File: src/rtl/uart_rx_pkg.sv
package uart_rx_pkg;

  localparam int RX_DATA_W = 8;

  typedef enum logic [2:0] {
    ST_IDLE,
    ST_START,
    ST_DATA,
    ST_NINTH,
    ST_PARITY,
    ST_STOP
  } rx_state_t;

  typedef struct packed {
    logic [RX_DATA_W-1:0] data;
    logic                 ninth;
    logic                 frame_err;
    logic                 par_err;
  } rx_char_t;

  function automatic logic vote3(input logic a, input logic b, input logic c);
    return (a & b) | (a & c) | (b & c);
  endfunction

endpackage

File: src/rtl/uart_rx_baud.sv
module uart_rx_baud #(
  parameter int DIV_W = 12
) (
  input  logic             clk,
  input  logic             rst,
  input  logic             en,
  input  logic [DIV_W-1:0] div,
  output logic             tick
);

  logic [DIV_W-1:0] cnt;

  always_ff @(posedge clk) begin
    if (rst || !en) begin
      cnt  <= '0;
      tick <= 1'b0;
    end else if (cnt == '0) begin
      cnt  <= div;
      tick <= 1'b1;
    end else begin
      cnt  <= cnt - 1'b1;
      tick <= 1'b0;
    end
  end

  AST_TICK_GAP: assert property (@(posedge clk) disable iff (rst)
    (tick && en && div != '0 && $stable(div)) |=> !tick) else $error("tick gap");

endmodule

File: src/rtl/uart_rx_frame.sv
module uart_rx_frame
  import uart_rx_pkg::*;
#(
  parameter int OS_NORM = 16,
  parameter int OS_FAST = 8
) (
  input  logic       clk,
  input  logic       rst,
  input  logic       en,
  input  logic       tick,
  input  logic       rx_i,
  input  logic       dbl,
  input  logic [1:0] par_mode,
  input  logic       mp_mode,
  output logic       done,
  output rx_char_t   char_o
);

  localparam int CW = $clog2(OS_NORM);
  localparam int BW = $clog2(RX_DATA_W);

  logic                 rx_m, rx_s;
  rx_state_t            state, after_data, after_ninth;
  logic [CW-1:0]        cnt, os_last, mid, mid_lo, mid_hi;
  logic [BW-1:0]        bitn;
  logic [RX_DATA_W-1:0] shreg;
  logic [1:0]           smp;
  logic                 armed, ninth_q, par_q, vote, ninth_eff, pe_calc, par_on;

  // two-flop line synchronizer, idle high
  always_ff @(posedge clk) begin
    if (rst) begin
      rx_m <= 1'b1;
      rx_s <= 1'b1;
    end else begin
      rx_m <= rx_i;
      rx_s <= rx_m;
    end
  end

  always_comb begin
    os_last     = dbl ? CW'(OS_FAST - 1) : CW'(OS_NORM - 1);
    mid         = dbl ? CW'(OS_FAST / 2) : CW'(OS_NORM / 2);
    mid_lo      = mid - 1'b1;
    mid_hi      = mid + 1'b1;
    vote        = vote3(smp[0], smp[1], rx_s);
    par_on      = par_mode[1];
    ninth_eff   = mp_mode & ninth_q;
    pe_calc     = par_on && ((^shreg ^ ninth_eff ^ par_q) != par_mode[0]);
    after_data  = mp_mode ? ST_NINTH : (par_on ? ST_PARITY : ST_STOP);
    after_ninth = par_on ? ST_PARITY : ST_STOP;
  end

  always_ff @(posedge clk) begin
    if (rst || !en) begin
      state   <= ST_IDLE;
      cnt     <= '0;
      armed   <= 1'b0;
      smp     <= '0;
      bitn    <= '0;
      shreg   <= '0;
      ninth_q <= 1'b0;
      par_q   <= 1'b0;
      done    <= 1'b0;
      char_o  <= '0;
    end else begin
      done <= 1'b0;
      if (tick) begin
        if (state == ST_IDLE) begin
          if (rx_s) begin
            armed <= 1'b1;
          end else if (armed) begin
            state   <= ST_START;
            cnt     <= CW'(1);
            armed   <= 1'b0;
            ninth_q <= 1'b0;
          end
        end else begin
          cnt <= (cnt == os_last) ? '0 : cnt + 1'b1;
          if (cnt == mid_lo) smp[0] <= rx_s;
          if (cnt == mid)    smp[1] <= rx_s;
          case (state)
            ST_START: begin
              if (cnt == mid_hi && vote) begin
                state <= ST_IDLE;
              end else if (cnt == os_last) begin
                state <= ST_DATA;
                bitn  <= '0;
              end
            end
            ST_DATA: begin
              if (cnt == mid_hi) begin
                shreg <= {vote, shreg[RX_DATA_W-1:1]};
              end else if (cnt == os_last) begin
                if (bitn == BW'(RX_DATA_W - 1)) state <= after_data;
                else                            bitn  <= bitn + 1'b1;
              end
            end
            ST_NINTH: begin
              if (cnt == mid_hi)       ninth_q <= vote;
              else if (cnt == os_last) state   <= after_ninth;
            end
            ST_PARITY: begin
              if (cnt == mid_hi)       par_q <= vote;
              else if (cnt == os_last) state <= ST_STOP;
            end
            ST_STOP: begin
              if (cnt == mid_hi) begin
                done             <= 1'b1;
                char_o.data      <= shreg;
                char_o.ninth     <= ninth_eff;
                char_o.frame_err <= !vote;
                char_o.par_err   <= pe_calc;
                state            <= ST_IDLE;
              end
            end
            default: state <= ST_IDLE;
          endcase
        end
      end
    end
  end

  AST_OFF_IDLE: assert property (@(posedge clk) disable iff (rst)
    !en |=> (state == ST_IDLE && !done)) else $error("not idle when off");
  AST_DONE_PULSE: assert property (@(posedge clk) disable iff (rst)
    done |=> !done) else $error("done not a pulse");
  AST_GLITCH_IDLE: assert property (@(posedge clk) disable iff (rst || !en)
    (tick && state == ST_START && cnt == mid_hi && vote) |=> (state == ST_IDLE && !done))
    else $error("glitch accepted");

endmodule

File: src/rtl/uart_rx_buf.sv
module uart_rx_buf
  import uart_rx_pkg::*;
(
  input  logic                 clk,
  input  logic                 rst,
  input  logic                 done,
  input  rx_char_t             char_i,
  input  logic                 mp_mode,
  input  logic                 rd,
  output logic [RX_DATA_W-1:0] data,
  output logic                 full,
  output logic                 fe,
  output logic                 pe,
  output logic                 ovr
);

  logic accept;

  always_comb accept = done && (!mp_mode || char_i.ninth);

  always_ff @(posedge clk) begin
    if (rst) begin
      data <= '0;
      full <= 1'b0;
      fe   <= 1'b0;
      pe   <= 1'b0;
      ovr  <= 1'b0;
    end else begin
      if (rd && full) begin
        full <= 1'b0;
        fe   <= 1'b0;
        pe   <= 1'b0;
        ovr  <= 1'b0;
      end
      if (accept) begin
        if (full && !rd) begin
          ovr <= 1'b1;
        end else begin
          data <= char_i.data;
          fe   <= char_i.frame_err;
          pe   <= char_i.par_err;
          full <= 1'b1;
        end
      end
    end
  end

  AST_EMPTY_CLEAN: assert property (@(posedge clk) disable iff (rst)
    !full |-> !(fe || pe || ovr)) else $error("flags without char");
  AST_READ_CLEARS: assert property (@(posedge clk) disable iff (rst)
    (rd && full && !accept) |=> (!full && !ovr && !fe && !pe)) else $error("read");
  AST_OVERRUN_SET: assert property (@(posedge clk) disable iff (rst)
    (accept && full && !rd) |=> (ovr && full && $stable(data))) else $error("overrun");
  AST_MP_DROP: assert property (@(posedge clk) disable iff (rst)
    (done && mp_mode && !char_i.ninth && !rd) |=> ($stable(full) && $stable(ovr)))
    else $error("mp drop");
  AST_SAME_CYCLE: assert property (@(posedge clk) disable iff (rst)
    (accept && rd && full) |=> (full && !ovr)) else $error("same cycle");

endmodule

File: src/rtl/uart_rx_status.sv
module uart_rx_status
  import uart_rx_pkg::*;
#(
  parameter int DIV_W   = 12,
  parameter int OS_NORM = 16,
  parameter int OS_FAST = 8
) (
  input  logic                 clk,
  input  logic                 rst,
  input  logic                 rx_i,
  input  logic [DIV_W-1:0]     baud_div,
  input  logic                 rx_en,
  input  logic                 dbl_speed,
  input  logic [1:0]           par_mode,
  input  logic                 mp_mode,
  input  logic                 rd_strobe,
  output logic [RX_DATA_W-1:0] rx_data,
  output logic                 rx_full,
  output logic                 err_frame,
  output logic                 err_parity,
  output logic                 err_overrun
);

  logic     tick, done;
  rx_char_t char_w;

  uart_rx_baud #(.DIV_W(DIV_W)) u_baud (
    .clk  (clk),
    .rst  (rst),
    .en   (rx_en),
    .div  (baud_div),
    .tick (tick)
  );

  uart_rx_frame #(.OS_NORM(OS_NORM), .OS_FAST(OS_FAST)) u_frame (
    .clk      (clk),
    .rst      (rst),
    .en       (rx_en),
    .tick     (tick),
    .rx_i     (rx_i),
    .dbl      (dbl_speed),
    .par_mode (par_mode),
    .mp_mode  (mp_mode),
    .done     (done),
    .char_o   (char_w)
  );

  uart_rx_buf u_buf (
    .clk     (clk),
    .rst     (rst),
    .done    (done),
    .char_i  (char_w),
    .mp_mode (mp_mode),
    .rd      (rd_strobe),
    .data    (rx_data),
    .full    (rx_full),
    .fe      (err_frame),
    .pe      (err_parity),
    .ovr     (err_overrun)
  );

endmodule

File: config.mk
export PLATFORM = sky130hd
export DESIGN_NAME = uart_rx_status
export DESIGN_NICKNAME = d
export VERILOG_FILES = /design/src/rtl/uart_rx_pkg.sv /design/src/rtl/uart_rx_baud.sv /design/src/rtl/uart_rx_frame.sv /design/src/rtl/uart_rx_buf.sv /design/src/rtl/uart_rx_status.sv
export SDC_FILE = /design/constraint.sdc
export NUM_CORES = 1
export LEC_CHECK = 0
export BUFFER_PORTS_ARGS = -buffer_cell sky130_fd_sc_hd__buf_4
export CAP_MARGIN = 15
export CORE_MARGIN = 4
export CORE_UTILIZATION = 30
export CTS_CLUSTER_DIAMETER = 100
export DETAILED_ROUTE_END_ITERATION = 16
export HOLD_SLACK_MARGIN = 0.03
export PLACE_DENSITY = 0.57
export SLEW_MARGIN = 20
export SYNTH_ARGS = -nofsm -noshare
export SYNTH_HDL_FRONTEND = slang
export SYNTH_HIERARCHICAL = 1
export SYNTH_SLANG_ARGS = --single-unit
File: constraint.sdc
create_clock -name clk -period 2.15 [get_ports clk]
set_clock_uncertainty 0.15 [all_clocks]
set_input_delay 0.1075 -clock clk [delete_from_list [all_inputs] [get_ports clk]]
set_output_delay 0.1075 -clock clk [all_outputs]
set_load 0.1 [all_outputs]
# Word level (Yosys, flattened, before mapping)
# Index checks and enable logic that the tools add are counted.
# word_totals
output_inout_bits	12
mem_bits_ro	0
regBits	62
mem_bits_rw	0
elab_cells	145
n_memories	0
latchBits	0
# op_classes
shifts	0
eq_ne	27
muxes	49
n_reduce_logical	29
div_mod_pow	0
magnitude_cmp	0
mul	0
addsub	5
bitwise	12
# ops
op	count
2-to-1 mux 3 bit	19
2-to-1 mux 4 bit	6
2-to-1 mux 1 bit	21
equality test 4 bit	4
!= test 3 x 1 -> 1 bit, second input constant	5
one-hot mux 3 bit (5 select lines)	1
zero test 12 bit	1
2-to-1 mux 12 bit	1
AND reduction 12 bit	1
AND reduction 4 bit	3
subtractor 12 x 1 -> 12 bit, second input constant	1
equality test 3 bit, second input constant	3
!= test 3 x 2 -> 1 bit, second input constant	3
AND reduction 3 bit	3
adder 4 x 1 -> 4 bit, second input constant	2
!= test 2 bit, second input constant	4
AND reduction 8 bit	1
parity 8 bit	1
equality test 3 x 2 -> 1 bit, second input constant	2
!= test 2 x 1 -> 1 bit, second input constant	3
one-hot mux 3 bit (2 select lines)	1
nonzero test 2 bit	3
logical AND 1 bit	5
AND reduction 5 bit	1
other kinds (14)	27

# Depth between registers and ports, before layout
# Gate-level depths: netlist of the first run.
# depth
depth_word	7
depth_mapped	7
mapped_depth_nobuf	7

# Hierarchy
# Netlist of the first run, hierarchy kept.
# by_module_without_submodules
module	n_inst	cells_each	area_per_inst_um2
uart_rx_frame	1	224	1951.9
uart_rx_baud	1	76	698.2
uart_rx_buf	1	56	553.0

# Worst setup path after synthesis of the first run
# No wires, ideal clock.
# synth_timing
path_kind	flip-flop to flip-flop
start	register u_buf.full
end	register u_buf.data[0]
arrival_ns	1.546
setup_time_ns	0.136
synth_period_minus_slack_ns	1.831
required_ns	1.864
path_stages_with_launch	4
path_slack_ns	0.319
n_path_buf	0
path_cell_list	dfxtp_1 -> nor2b_4 -> nor3_4 -> mux2i_1
# synth_via
elab_chain_len	3
# synth_rtl
item	line_no	source
from (decl)	uart_rx_buf.sv:11	output logic full,
from (signal assigned)	uart_rx_buf.sv:24	full <= 1'b0;
from (signal assigned)	uart_rx_buf.sv:30	full <= 1'b0;
from (signal assigned)	uart_rx_buf.sv:42	full <= 1'b1;
logical AND 1 bit	uart_rx_buf.sv:36	if (full && !rd) begin
NOT 1 bit (no line)	-	
AND reduction 2 bit (no line)	-	
to (signal assigned)	uart_rx_buf.sv:39	data <= char_i.data;
to (decl)	uart_rx_buf.sv:10	output logic [RX_DATA_W-1:0] data,
# Every way passes these cells.
# A chain may end at the register's enable or synchronous reset.

# Worst setup path after layout of the first run
# layout_timing
start	register u_frame.cnt[0]
end	register u_frame.bitn[1]
# layout_via
elab_chain_len	4
word_cells_on_any_way	8
# layout_rtl
item	line_no	source
from (decl)	uart_rx_frame.sv:24	logic [CW-1:0] cnt, os_last, mid, mid_lo, mid_hi;
from (signal assigned)	uart_rx_frame.sv:79	cnt <= (cnt == os_last) ? '0 : cnt + 1'b1;
equality test 4 bit	uart_rx_frame.sv:84, uart_rx_frame.sv:92	
logical AND 1 bit	uart_rx_frame.sv:84	if (cnt == mid_hi && vote) begin
!= test 2 bit (no line)	-	
AND reduction 8 bit (no line) (*)	-	
to (signal assigned)	uart_rx_frame.sv:96	else bitn <= bitn + 1'b1;
to (decl)	uart_rx_frame.sv:25	logic [BW-1:0] bitn;
# Mark *: on every way between the ends. The rest lies on a longest branch, timed or not.

==> results of run 1 <==
[registers in the layout, indices dropped and copies added, names as in the netlist, 2 cells and up]
signal,flops
u_frame/state,3
u_frame/cnt,4
u_frame/bitn,3
u_frame/smp,2
u_frame/char_o,11
u_frame/shreg,8
u_baud/cnt,12
u_buf/data,8
[metal layers]
layer,share of wire [%],GRT usage [%],wire [um],up-vias
li1,-,-,-,1363
met1,49,15.3,3300,1169
met2,44,17.0,2960,75
met3,6.1,4.13,409,4
met4,0.71,2.92,48,0
met5,0,0,0,-
[cell families (layout without fill, tap and decap cells)]
group / count (synthesis) / after routing / synth area share (%)
simple gates: 143 / 143 / 25.5
compound gates: 73 / 73 / 14.6
flops: 62 / 62 / 38.7
mux: 27 / 27 / 8.48
buf+inv: 25 / 83 / 4.06
xor+xnor: 18 / 18 / 5.59
fa+ha+maj: 8 / 8 / 3.05
[worst paths after layout]
path                                  endpoint  cells after the start
setup / recovery  u_frame/bitn[1]$_SDFFE_PP0P_                      6
hold / removal    u_frame/bitn[2]$_SDFFE_PP0P_                      4
setup reg to reg  u_frame/bitn[1]$_SDFFE_PP0P_                      6
hold reg to reg        u_frame/rx_s$_SDFF_PP1_                      1
[cells in the mapped netlist (2+ instances only)]
master | number | area (um2)
a32oi_1 | 3 | 26.3
nor2b_1 | 5 | 31.3
nand2_1 | 38 | 143
mux2i_1 | 26 | 260
a311oi_1 | 2 | 17.5
dfxtp_1 | 62 | 1240
xor2_1 | 4 | 35.0
buf_2 | 3 | 15.0
nor4_2 | 2 | 25.0
or3_1 | 2 | 12.5
inv_1 | 8 | 30.0
buf_1 | 2 | 7.51
o21ai_0 | 14 | 70.1
or4_4 | 2 | 22.5
ha_1 | 7 | 87.6
buf_6 | 3 | 33.8
nand3_1 | 5 | 25.0
o211ai_1 | 2 | 15.0
and3_1 | 3 | 18.8
clkbuf_1 | 6 | 22.5
xnor2_1 | 12 | 105
nor3b_1 | 2 | 15.0
a21oi_1 | 28 | 140
or2_2 | 2 | 12.5
o2111ai_1 | 3 | 26.3
nor3_1 | 6 | 30.0
nand4_1 | 4 | 25.0
a22oi_1 | 3 | 22.5
nor2_1 | 35 | 131
nand4b_1 | 2 | 17.5
nand2b_1 | 21 | 131
a211oi_2 | 2 | 25.0
a211oi_1 | 3 | 22.5
a31oi_1 | 4 | 25.0
a21o_1 | 2 | 15.0
o31ai_1 | 2 | 15.0
[metrics by stage]
| step | instances | hold WS (ns) | area, um2 |
|---|---|---|---|
| floorplan | 356 | 0.0563 | 3200 |
| global placement | 517 | 0.149 | 3580 |
| detailed placement | 517 | 0.147 | 3580 |
| CTS | 550 | 0.0550 | 3970 |
| global route | 550 | 0.0750 | 3990 |
| finish | 550 | 0.0739 | 3990 |
[power breakdown]
group	switching (mW)	internal [mW]
clock network	0.479	0.656
logic	0.533	0.490
registers	0.118	1.24
[cell type report]
class	count	area, um2
tap	136	170
multi-input combinational	269	1850
clock inverter	7	97.6
clock buffer	9	124
timing repair buffer	57	470
inverter	10	37.5
fill	1082	6380
sequential	62	1240
[critical path: cells and delay by family (launching register included)]
kind	cells	cell delay, ns
flops	1	0.45
fa+ha+maj	1	0.23
mux	1	0.23
simple gates	2	0.48
compound gates	2	0.36
[what timing repair did]
action	CTS	global route
hold endpoints to repair	17	0
gates resized for setup	0	3
hold buffers	17	0
setup buffers	0	0
endpoints found under the setup margin	0	4
==> results.md, run 1 <==
- Peak VDD IR: 0.000712 V
- Min-Delay Startpoint: rx_en
- First-pass GRT wire length: 11700 um
- Sequential share of the synthesized area: 38.7%
- Status: finished, final reports clean
- Clk slew on worst S/H paths: 0.07 ns
- Core area: 0.0104 mm2
- Syn Area/Cell: roughly 9.0 um2
- Num CTS Buffers: 9
- Final core occ: 38.5%
- Worst slew pin tran: 0.515 ns
- Diodes inserted: 0
- Placer congestion estimate: 0.839
- Routed vias/inst: 4.75
- Min-delay worst type: primary input to register
- Share of cells above drive strength 1: 19.6%
- Leak Pwr: 1.52 nW
- Port bufs: 32
- Gr usage total: 11.3%
- Pwr dens: 881 mW/mm2
- Vias in the first global route: 2524
- Synthesis-to-finish area growth: 24.6%
- Setup WS post-layout: 0.181 ns
- Mapped Nets: 384
- Synthesized cell area: 0.00320 mm2
- Grt ovf: 0
- Site Rows: 37
- Arr. time, crit path: between 2 and 2.5 ns
- Final Max Slew Viols: 0
- Commonest non-fill, non-tap cell in the layout: dfxtp_1
- Async S/R FF share, synth: 0%
- Vias: 2611
- Clk_lat worst skew: 0.34 ns
- Ys flop type: dfxtp_1
- Synthesized instance count: 356
- Synth warn: 6
- Die Y: between 100 and 150 um
- Final Routed Wirelength: 6720 um
- R2R Setup Slk: about 0.18 ns
- Dpl ws: 0.194 ns
- CTS H-tree lvls: 3
- CP max FO: 8
- Nets: 437
- CTS max path bufs: 2
- Commonest cells after routing, fill and taps aside: dfxtp_1 (62), buf_4 (40), nand2_1 (38)
- Num ports: 33
- Netlist cell types: 62
- CP Cell Sequence: ha_1 -> nand4b_1 -> nand2_4 -> a21oi_1 -> o22ai_2 -> mux2i_1
- Die footprint: 0.0124 mm2
- WL per Instance: approximately 12 um
- Total of max-cap violations: 0
- Die X: 111 um
- DRC: 0
- Final ANT Viol Nets: 0
- CP Class: register to register
- Crit. End Element: register
- Max stage delay cell, worst path: dfxtp_1
- Worst setup startpoint: u_frame/cnt[0]$_SDFFE_PP0P_
- Fin crit period: 1.97 ns
- Yosys reg bits: 62
- Initial DRC count: 184
- Root buffer cell: clkbuf_8
- Setup_tns: 0 ns
- Tcrit/Tclk final: between 90% and 100%
- CP peak stage delay: 0.45 ns
- Total design power: 3.52 mW
- Largest net degree at the start of global routing: 33
- CTS tree: yes
- Initial core utilization: 30.9%
- FF-to-FF Start: u_frame/cnt[0]$_SDFFE_PP0P_
- Final HPWL DP: 4730 um
- Pre-antenna DRT Iters: 4
- Startpoint types: register
- Number of flops mapped to enable cells by yosys: 0
- CTS sink count: 62
- Slew headroom: 65.4%
- Endpoints failing setup: 0
- Fmax: around 510 MHz
- Hold Fails Final Rpt: 0
- WP data required: 2.26 ns
- Initial antenna violation count: 0
Note: power is estimated with default switching activity, not from simulation.
==> run 2: changes to the inputs <==
- SLEW_MARGIN: 20 -> default
- SYNTH_HIERARCHICAL: 1 -> default
==> run 2 against run 1 <==
Register-to-register slack got worse by 0.02 ns. Flip-flop and latch count did not move. Total power fell by 3.4%. Via count fell by 6.2%. Synthesized cell count fell by 7.9%. Largest cell class unchanged.
==> results.md, run 2 <==
- Yosys reg bits: 62 (unchanged)
- Worst slew pin tran: 0.473 ns (-0.0418 ns)
- Netlist cell types: 52 (-16%)
- Buf/Inv on CP: 0 (unchanged)
- Setup_tns: 0 ns (unchanged)
- # Post-CTS Setup Buffers: 0 (unchanged)
- Pwr dens: 888 mW/mm2 (+0.70%)
- CP max FO: 8 (unchanged)
- Synthesized instance count: 328 (-7.9%)
- Clock Power Share: 27.7% (-4.5 points)
- Num ports: 33 (unchanged)
- Hold Fails Final Rpt: 0 (unchanged)
- Total of max-cap violations: 0 (unchanged)
- Pre-antenna DRT Iters: 5 (+1)
- CTS max path bufs: 2 (unchanged)
- Initial antenna violation count: 0 (unchanged)
- WP data required: 2.23 ns (-0.03 ns)
- Initial DRC count: 134 (-27%)
- Commonest cells after routing, fill and taps aside: dfxtp_1 (62), nor2_1 (61), buf_4 (42)
- Min-delay worst type: primary input to register
- Max stage delay cell, worst path: dfxtp_1
- Diodes inserted: 0 (unchanged)
- Slew headroom: 68.4% (+3.0 points)
- Total design power: 3.40 mW (-3.4%)
- Final Routed Wirelength: 6520 um (-3.0%)
- Commonest non-fill, non-tap cell in the layout: dfxtp_1
- Nets: 411 (-5.9%)
- Final ANT Viol Nets: 0 (unchanged)
- Startpoint types: register
- Routed vias/inst: 4.70 (-0.94%)
- Max FFs per register: 12 (unchanged)
- Ys flop type: dfxtp_1
- Final core occ: 38.8% (+0.34 points)
- Die X: 109 um (-2.1%)
- Multi-input logic area: 0.00168 mm2 (-9.0%)
- RSZ-0062 raised after global routing: false
- Filler cell count: 1015 (-6.2%)
- WL per Instance: 12.5 um (+2.3%)
- Synth cell count leaders: dfxtp_1 (62), nor2_1 (61), mux2i_1 (29)
- Status: finished, final reports clean
- Sequential share of the synthesized area: 40.6% (+1.8 points)
- Seq pwr share: 40.0% (+1.3 points)
- Yosys top cell area share: 40.6% (+1.8 points)
- Num CTS Buffers: 9 (unchanged)
- Mapped Nets: 356 (-7.3%)
- Core area: 0.00986 mm2 (-4.9%)
- Endpoints failing setup: 0 (unchanged)
- CP Class: register to register
- Arr. time, crit path: 2.07 ns (about the same)
- Tcrit/Tclk final: 92.5% (+0.85 points)
- Largest regs: u_baud.cnt x12, u_frame.char_o x11
- Clk slew on worst S/H paths: 0.08 ns (about the same)
- Internal: 2.20 mW (-7.8%)
- Async S/R FF share, synth: 0% (unchanged)
- Fmax: 503 MHz (-0.92%)
- Initial core utilization: 31.0% (+0.11 points)
- CP Cell Sequence: ha_1 -> nand4bb_1 -> nand2_1 -> nand4_2 -> mux2i_1 -> nor2_1
- FF+latch area: 0.00124 mm2 (unchanged)
- Fin crit period: 1.99 ns (+0.0183 ns)
- Syn Area/Cell: 9.32 um2 (+3.6%)
- Clk_lat worst skew: 0.34 ns (about the same)
- Number of flops mapped to enable cells by yosys: 0 (unchanged)
- Crit-path leading delay family: simple AND/OR/NAND/NOR gates
- CTS H-tree lvls: 3 (unchanged)
- Vias in the first global route: 2433 (-3.6%)
- Synthesized cell area: 0.00306 mm2 (-4.5%)
- DRC: 0 (unchanged)
- First-pass GRT wire length: 11100 um (-5.3%)
- Comb power frac: 32.3% (+3.2 points)
- Reg with most FFs: u_baud.cnt
- Peak VDD IR: 0.000463 V (-35%)
- Grt ovf: 0 (unchanged)
- Die Y: 109 um (-2.1%)
- Die footprint: 0.0119 mm2 (-4.2%)
- Vias: 2450 (-6.2%)
- Root buffer cell: clkbuf_8
- Most numerous cell in the Yosys netlist: dfxtp_1
- Largest net degree at the start of global routing: 37 (+12%)
- Placer congestion estimate: 0.801 (-4.6%)
- Final Max Slew Viols: 0 (unchanged)
- Crit. End Element: register
- Sw Share: 35.2% (+3.1 points)
- Synthesis-to-finish area growth: 25.2%
- Port bufs: 32 (unchanged)
- Leak Pwr: 1.55 nW (+2.1%)
- CTS sink count: 62 (unchanged)
- Site Rows: 36 (-2.7%)
- Gr usage total: 11.7% (+0.44 points)
- CP peak stage delay: 0.40 ns (-0.05 ns)
- Synth warn: 0 (-6)
- CTS tree: yes
- P_sw: 1.20 mW (+6.0%)
- Final HPWL DP: 4520 um (-4.4%)
- Share of cells above drive strength 1: 21.4% (+1.8 points)
- Area contributors post-synth: dfxtp_1 (41%), mux2i_1 (9.5%), nor2_1 (7.5%)
- Post-synth top area cell: dfxtp_1
[run 2: cell count changes after synthesis, moves of 6 or more]
cell and change:
nor2_1 +26, nand2_1 -25, nand2b_1 -12, a21oi_1 -10, a211oi_2 +6
[run 2: path summary, 6_finish.rpt]
path / start / to / slack, ns / depth (start not counted)
min: par_mode[1] / u_frame.char_o[0]$_SDFFE_PP0P_ / 0.04 / 4
min reg2reg: u_frame.rx_m$_SDFF_PP1_ / u_frame.rx_s$_SDFF_PP1_ / 0.26 / 1
max: u_frame.cnt[0]$_SDFFE_PP0P_ / u_frame.shreg[5]$_SDFFE_PP0P_ / 0.16 / 6
max reg2reg: u_frame.cnt[0]$_SDFFE_PP0P_ / u_frame.shreg[5]$_SDFFE_PP0P_ / 0.16 / 6
[run 2: area by class of cell]
class,count,share of cell area [%]
Timing Repair Buffer,61,13.7
Sequential cell,62,32.4
Inverter,9,0.882
Clock inverter,7,1.44
Clock buffer,9,3.23
Tap cell,133,4.34
Multi-Input combinational cell,240,44.0
[run 2: logic make-up after synthesis]
logic type / after synthesis / share of synthesized area, %
simple gates: 125 / 21.8
mux: 31 / 10.2
fa+ha+maj: 8 / 3.19
compound gates: 57 / 13.5
xor+xnor: 19 / 5.89
flops: 62 / 40.6
buf+inv: 26 / 4.75
[run 2: power groups by stage]
stage               logic (mW)  registers, mW  clock network [mW]
CTS                       1.11           1.36               0.967
detailed placement        1.08           1.38                   0
global placement          1.07           1.38                   0
global route              1.21           1.38                1.02
floorplan                0.912           1.36                   0
finish                    1.10           1.36               0.941
[run 2: what timing repair did]
item,CTS,global route
gates resized for setup,0,3
hold endpoints to repair,26,0
endpoints found under the setup margin,0,6
hold buffers,17,0
[run 2: worst reg2reg max path, stage by stage (launching register included)]
cell and delay [ns]:
dfxtp_1 0.40, ha_1 0.31, nand4bb_1 0.20, nand2_1 0.17
nand4_2 0.34, mux2i_1 0.26, nor2_1 0.06
[run 2: metal layers]
layer | vias up | share of wire (%) | routed length, um | track usage, %
li1 | 1256 | - | - | -
met5 | - | 0 | 0 | 0
met3 | 11 | 2.9 | 192 | 3.14
met4 | 0 | 1.5 | 95 | 4.78
met2 | 44 | 47 | 3090 | 18.2
met1 | 1139 | 48 | 3140 | 15.3
[run 2: per-stage QoR]
stage / area (um2) / std cells / hold slack (ns) / setup WS, ns
4_1_cts: 3820 / 521 / 0.0372 / 0.121
2_1_floorplan: 3060 / 328 / 0.0266 / 0.125
6_report: 3830 / 521 / 0.0433 / 0.162
3_5_place_dp: 3470 / 488 / 0.144 / 0.157
3_3_place_gp: 3470 / 488 / 0.149 / 0.178
5_1_grt: 3830 / 521 / 0.0915 / 0.0181
